**src/rtl/edge_irq_bank.sv**
```systemverilog
module edge_irq_bank #(
  parameter int NL = 23,
  parameter int AW = 3
) (
  input  logic          clk,
  input  logic          rst_n,
  input  logic [NL-1:0] line_in,
  input  logic          reg_we,
  input  logic [AW-1:0] reg_addr,
  input  logic [NL-1:0] reg_wdata,
  output logic [NL-1:0] reg_rdata,
  output logic          irq_req
);
  localparam logic [AW-1:0] A_ENA  = AW'(0);
  localparam logic [AW-1:0] A_RISE = AW'(1);
  localparam logic [AW-1:0] A_FALL = AW'(2);
  localparam logic [AW-1:0] A_SW   = AW'(3);
  localparam logic [AW-1:0] A_PEND = AW'(4);

  logic [NL-1:0] s1, s2, s3;
  logic [NL-1:0] ena, rsel, fsel, pend;
  logic [NL-1:0] hit, sw_set, clr;

  always_ff @(posedge clk or negedge rst_n)
    if (!rst_n) begin
      s1 <= '0; s2 <= '0; s3 <= '0;
    end else begin
      s1 <= line_in; s2 <= s1; s3 <= s2;
    end

  assign hit    = ((s2 & ~s3 & rsel) | (~s2 & s3 & fsel)) & ena;
  assign sw_set = (reg_we && reg_addr == A_SW)   ? reg_wdata : '0;
  assign clr    = (reg_we && reg_addr == A_PEND) ? reg_wdata : '0;

  always_ff @(posedge clk or negedge rst_n)
    if (!rst_n) begin
      ena <= '0; rsel <= '0; fsel <= '0; pend <= '0;
    end else begin
      if (reg_we && reg_addr == A_ENA)  ena  <= reg_wdata;
      if (reg_we && reg_addr == A_RISE) rsel <= reg_wdata;
      if (reg_we && reg_addr == A_FALL) fsel <= reg_wdata;
      pend <= (pend & ~clr) | hit | sw_set;
    end

  always_comb
    case (reg_addr)
      A_ENA:   reg_rdata = ena;
      A_RISE:  reg_rdata = rsel;
      A_FALL:  reg_rdata = fsel;
      A_PEND:  reg_rdata = pend;
      default: reg_rdata = '0;
    endcase

  assign irq_req = |(pend & ena);
endmodule


```
**config.mk**
```make
export PLATFORM = sky130hd
export DESIGN_NAME = edge_irq_bank
export DESIGN_NICKNAME = d
export VERILOG_FILES = /design/src/rtl/edge_irq_bank.sv
export SDC_FILE = /design/constraint.sdc
export NUM_CORES = 1
export LEC_CHECK = 0
export BUFFER_PORTS_ARGS = -buffer_cell sky130_fd_sc_hd__buf_2
export CORE_AREA = 10 10 172 126
export CTS_CLUSTER_DIAMETER = 120
export DETAILED_ROUTE_END_ITERATION = 7
export DIE_AREA = 0 0 182 136
export GPL_ROUTABILITY_DRIVEN = 0
export PLACE_DENSITY = 0.49
export SETUP_SLACK_MARGIN = 0.02
export SYNTH_ARGS = -nofsm -noshare
export SYNTH_HDL_FRONTEND = slang
export SYNTH_SLANG_ARGS = --single-unit
```
**constraint.sdc**
```tcl
create_clock -name clk -period 3.41 [get_ports clk]
set_input_delay 0.341 -clock clk [delete_from_list [all_inputs] [get_ports clk]]
set_output_delay 0.341 -clock clk [all_outputs]
set_load 0.02 [all_outputs]
```
==> impl_metrics.yaml, run 1 <==
clock_network:
  postCtsSetupBuffers: 0
  clk_pin_slew_ps: 70
  cts_tree: "built"
  cts_made_buffers: 17
  cts_resized: 0
  cts_hold_buf: 4
  cts_root_buf: "clkbuf_16"
  clockBufferDepth: 2
  cts-htree-levels: 4
  clock_sinks: 161
  insertion_delay_ps: 420
cells_and_area:
  multiInputGateArea_sq_um: 2200
  area_growth_pct: 22.0
  finalNonFillerCells: 782
  post_route_cells_drive_above_1_share: 0.354
  fin_util: 0.416
  diodes: 0
  final_common_cell: "dfrtp_1"
  area.sequential_sq_um: 4030
  num-nets-final: 579
  fillers: 1712
  final_cell_mix: "dfrtp_1 (161), buf_2 (74), mux2_2 (66), a221o_1 (46)"
route:
  viasPerCell: 5.27
  drt_iter0_drc: 302
  firstDrtPassIters: 4
  wirelength_um: 15900
  ant_nets: 0
  num_vias: 4121
  drcViolationCount: 0
  wl_per_cell_um: 20.3
timing:
  setup-tns-final_ps: 0
  setup_viol: 0
  max_freq_mhz: 409
  rsz0062_at_grt: "false"
  worstMarginPinSlew_ps: 630
  drv_slew: 0
  fin_skew_ps: 4.97
  hold_viol: 0
  max-slew-margin-rel: 0.580
  min_period_over_period: 0.717
  final.min_clock_period_ps: 2440
floorplanning:
  fp-row-count: 42
  core_region_area_sq_um: 18400
  dieArea_sq_um: 24800
  pin_count: 76
  die_y_um: 136
  fp.dieW_um: 182
  start_util: 0.341
min_path:
  hp-class: "in2reg"
global_routing:
  first_global_vias: 4451
  grt_pass1_wl_um: 25300
  grt_max_degree: 67
  antenna_found_initial: 0
  grt_usage: 0.131
  gr-total-overflow: 0
synth:
  synth_area_sq_um: 6290
  synth_warnings: 0
  avgSynthCellArea_sq_um: 14.4
  synthTopCellsByArea: "dfrtp_1 (64%), mux2_2 (12%), a221o_1 (7.3%)"
  synth_nets: 489
  synth-seq-cells: 161
  yosysUniqueCellTypes: 25
  synth_area_leader_cell: "dfrtp_1"
  synth_cells: 437
  ys_seq_area_frac: 0.640
  synth.top_cell.area_share: 0.640
power:
  irDropWorstVdd_mv: 0.325
  power_w: 0.00516
  p_per_area_nw_per_um2: 672
  leakage_nw: 3.30
run_status:
  status: "completed"
worst_setup_path:
  worst-path-buf-inv: 1
  slowest_stage: "dfrtp_1"
  worstPathArrival_ps: 2100
  critPathRequiredTime_ps: 3070
  critical_path.max_fanout: 4
  startpoint_type: "flip-flop"
  critical_path_class: "reg2out"
  cpPeakStageDelay_ps: 410
  path_cells: "a22o_1, a221oi_1, nand3_1, or3_1, buf_2"
  crit_path_end_kind: "output port"
  critical-path-top-delay-family: "simple AND/OR/NAND/NOR gates"
placed_design:
  dp_hpwl_um: 10300
  dpl.cell_count: 746
  io_buffers: 75
run:
  maxCapViolations: 0
-- metrics by stage --
step                instance area (sq um)  hold WS [ps]  setup WS, ps
global placement                     7030           332          1180
floorplan                            6290          45.4          1670
finish                               7680          18.0           965
detailed placement                   7030           335          1160
CTS                                  7680         0.480           853
global route                         7680          1.84           781
-- cell families (layout without fill, tap and decap cells) --
kind of cell    Yosys count  in the layout  share of synthesized area
buf+inv                  20            123                     0.0147
compound gates          126            126                      0.165
flops                   161            161                      0.640
simple gates             61             61                     0.0569
mux                      69             69                      0.123
-- state kept, by name, summed over array words and instances, names as in the netlist --
name,count
ena,23
fsel,23
pend,23
rsel,23
s1,23
s2,23
s3,23
-- synthesized netlist by cell type --
| master | number |
|---|---|
| a21boi_0 | 23 |
| a221o_1 | 46 |
| a221oi_1 | 1 |
| a222oi_1 | 1 |
| a22o_1 | 24 |
| a22oi_1 | 8 |
| and2_0 | 1 |
| and2_1 | 2 |
| buf_2 | 8 |
| buf_4 | 2 |
| clkbuf_1 | 10 |
| dfrtp_1 | 161 |
| mux2_1 | 3 |
| mux2_2 | 66 |
| nand2_1 | 24 |
| nand2b_1 | 1 |
| nand3_1 | 2 |
| nand3b_1 | 23 |
| nand4_1 | 1 |
| nor2_1 | 2 |
| nor3_2 | 2 |
| nor3b_1 | 1 |
| nor3b_2 | 1 |
| o21ai_0 | 23 |
| or3_1 | 1 |
-- power breakdown --
part,leakage (nW),internal (W),switching (W)
registers,1.86,0.00221,0.000262
clock network,0.296,0.00116,0.000802
logic,1.14,0.000387,0.000338
total,3.30,0.00376,0.00140
-- layout make-up --
type / count / area share
sequential: 161 / 0.525
multi-input combinational: 256 / 0.287
timing repair buffer: 91 / 0.0699
clock buffer: 17 / 0.0554
tap: 242 / 0.0394
clock inverter: 15 / 0.0240
-- worst reg2reg max path, stage by stage, from the launching register on --
cell	delay, ps
dfrtp_1	410
nand3b_1	90
o21ai_0	130
a221o_1	320
-- metal layers --
layer / GRT usage / vias to the layer above / wire length, um
met5: 0 / - / 0
met4: 0.0586 / 0 / 306
met2: 0.205 / 89 / 7340
met1: 0.169 / 2145 / 7570
li1: - / 1863 / -
met3: 0.0319 / 24 / 688
-- final timing paths --
path,startpoint,endpoint,slack [ps],depth (start not counted)
setup / recovery,ena[6]$_DFFE_PN0P_,irq_req,970,5
hold / removal,line_in[16],s1[16]$_DFF_PN0_,20,1
setup reg to reg,fsel[9]$_DFFE_PN0P_,pend[9]$_DFF_PN0_,2350,3
hold reg to reg,s1[17]$_DFF_PN0_,s2[17]$_DFF_PN0_,350,0
max in group asynchronous,rst_n,ena[1]$_DFFE_PN0P_,1960,3
min in group asynchronous,rst_n,s2[0]$_DFF_PN0_,500,2
Note: power is estimated with default switching activity, not from simulation.
==> inputs of run 2 (changes only) <==
--- a/config.mk
+++ b/config.mk
@@ -5,13 +5,14 @@
 export SDC_FILE = /design/constraint.sdc
 export NUM_CORES = 1
 export LEC_CHECK = 0
+export ABC_AREA = 1
 export BUFFER_PORTS_ARGS = -buffer_cell sky130_fd_sc_hd__buf_2
-export CORE_AREA = 10 10 172 126
+export CORE_AREA = 10 10 178 130
 export CTS_CLUSTER_DIAMETER = 120
 export DETAILED_ROUTE_END_ITERATION = 7
-export DIE_AREA = 0 0 182 136
+export DIE_AREA = 0 0 188 140
 export GPL_ROUTABILITY_DRIVEN = 0
-export PLACE_DENSITY = 0.49
+export PLACE_DENSITY = 0.51
 export SETUP_SLACK_MARGIN = 0.02
 export SYNTH_ARGS = -nofsm -noshare
 export SYNTH_HDL_FRONTEND = slang
==> constraint.sdc (replaced) <==
create_clock -name clk -period 2.1 [get_ports clk]
set_input_delay 0.21 -clock clk [delete_from_list [all_inputs] [get_ports clk]]
set_output_delay 0.21 -clock clk [all_outputs]
set_load 0.02 [all_outputs]
==> run 2 against run 1 <==
Non-clock buffer count increased by 27. Cell count up 52%. Clock power is 54% higher. Clock-buffer cell count is 1 higher. Clock skew up 9.1 ps. Register-to-register slack lost 1100 ps.
==> impl_metrics.yaml, run 2 <==
run_status:
  status: "completed"
floorplanning:
  core_region_area_sq_um: 19600
  fp.dieW_um: 188
  start_util: 0.348
  die_y_um: 140
  pin_count: 76
  dieArea_sq_um: 26300
  fp-row-count: 43
synth:
  ys_seq_area_frac: 0.591
  synth.most_common_cell: "nand2_1"
  yosysUniqueCellTypes: 18
  synth_area_sq_um: 6810
  synth.top_cell.area_share: 0.591
  synth_warnings: 0
  synth-seq-cells: 161
  ys.flop_type: "dfrtp_1"
  synthTopCellsByCount: "nand2_1 (312), dfrtp_1 (161), inv_1 (94), o21ai_1 (50), o21ai_0 (42)"
  synth_cells: 799
  synth_area_leader_cell: "dfrtp_1"
  synth-edff-count: 0
  synthTopCellsByArea: "dfrtp_1 (59%), nand2_1 (17%), inv_1 (5.2%)"
  synth_nets: 851
  avgSynthCellArea_sq_um: 8.53
  ys_async_sr_fraction: 1.00
timing:
  setup-tns-final_ps: 0
  final.min_clock_period_ps: 1810
  worstMarginPinSlew_ps: 410
  max_freq_mhz: 551
  fin_hold_ws_ps: 18.3
  hold_viol: 0
  max-slew-margin-rel: 0.727
  fin_skew_ps: 14.1
  rsz0062_at_grt: "false"
  drv_slew: 0
  min_period_over_period: 0.864
  setup_viol: 0
power:
  irDropWorstVdd_mv: 0.534
  p_per_area_nw_per_um2: 947
  leakage_nw: 4.20
route:
  drcViolationCount: 0
  viasPerCell: 4.56
  drt_iter0_drc: 391
  num_vias: 5424
  wl_per_cell_um: 15.6
  ant_nets: 0
  wirelength_um: 18600
  firstDrtPassIters: 4
clock_network:
  cts_made_buffers: 17
  insertion_delay_ps: 440
  cts_resized: 0
  cts_hold_buf: 24
  clock_sinks: 161
  clockBufferDepth: 2
  postCtsSetupBuffers: 0
  cts_tree: "built"
  cts-htree-levels: 4
  clk_pin_slew_ps: 70
  cts_root_buf: "clkbuf_16"
global_routing:
  antenna_found_initial: 1
  grt_pass1_wl_um: 30100
  grt_max_degree: 50
  grt_usage: 0.145
  first_global_vias: 5302
  gr-total-overflow: 0
worst_setup_path:
  crit_top_cell: "nand2_1"
  path_cells: "nand2_1, nand2_1, nor2_1, nand2_1, nor2_1, nand2_1, buf_2"
  worst-path-buf-inv: 1
  critical_path_class: "reg2out"
  path_depth: 7
  critical-path-top-delay-family: "simple AND/OR/NAND/NOR gates"
  cpPeakStageDelay_ps: 420
  startpoint_type: "flip-flop"
  crit_path_end_kind: "output port"
  slowest_stage: "dfrtp_1"
  rr_worst_depth: 3
  worstPathArrival_ps: 1600
  critPathRequiredTime_ps: 1890
  critical_path.max_fanout: 4
cells_and_area:
  final_cell_mix: "nand2_1 (312), dfrtp_1 (161), inv_1 (94), buf_2 (74), o21ai_1 (50)"
  post_route_cells_drive_above_1_share: 0.147
  num-nets-final: 958
  fillers: 2008
  area.sequential_sq_um: 4030
  final_common_cell: "nand2_1"
  area_growth_pct: 23.7
  multiInputGateArea_sq_um: 2300
  diodes: 0
run:
  maxCapViolations: 0
min_path:
  hp-class: "in2reg"
  whs_path_depth: 3
placed_design:
  io_buffers: 75
  dp_hpwl_um: 12100
[run 2: worst reg2reg max path, cell delays in order (launching register included)]
cell	delay, ps
dfrtp_1	410
a21oi_1	150
nand3b_1	130
nand3_1	80
[run 2: cell families (layout without fill, tap and decap cells)]
family | Yosys count | count (layout) | synth area share
AO/OA/AOI/OAI | 115 | 115 | 0.0845
flip-flops | 161 | 161 | 0.591
buffers and inverters | 125 | 245 | 0.0722
AND/OR/NAND/NOR | 398 | 398 | 0.252
[run 2: cell type report]
type / instances / area share
clock inverters: 14 / 0.0157
flip-flops and latches: 161 / 0.478
well taps: 270 / 0.0401
repair buffers: 118 / 0.0996
inverters: 95 / 0.0423
multi-input cells: 513 / 0.272
clock buffers: 18 / 0.0521
[run 2: final timing paths]
check / start / to / slack (ps)
max: ena[11]$_DFFE_PN0P_ / irq_req / 290
min: reg_wdata[18] / pend[18]$_DFF_PN0_ / 20
max reg2reg: s2[2]$_DFF_PN0_ / pend[2]$_DFF_PN0_ / 1220
min reg2reg: s1[7]$_DFF_PN0_ / s2[7]$_DFF_PN0_ / 340
max in group asynchronous: rst_n / pend[5]$_DFF_PN0_ / 1140
min in group asynchronous: rst_n / s1[0]$_DFF_PN0_ / 270
[run 2: report_power, final]
part	leakage [nW]	internal, W	switching (W)
logic	2.03	0.000447	0.000658
registers	1.90	0.00351	0.000356
clock network	0.279	0.00168	0.00133
[run 2: layer usage]
metal  track usage  up-vias  part of all wire
li1              -     2753                 -
met4        0.0420        2            0.0087
met1         0.204     2552              0.51
met5             0        -           0.00070
met3        0.0372       16             0.045
met2         0.214      101              0.44
[run 2: stage by stage]
stage | setup slack (ps) | cell area (sq um) | utilization | total power (W) | cells
after global placement | 578 | 7620 | 0.389 | 0.00499 | 1133
after floorplan | 681 | 6810 | - | 0.00450 | 799
after detailed placement | 572 | 7620 | 0.389 | 0.00501 | 1133
after CTS | 231 | 8430 | 0.430 | 0.00808 | 1189
after global routing | 171 | 8430 | 0.430 | 0.00845 | 1189
final | 285 | 8430 | 0.430 | 0.00798 | 1189
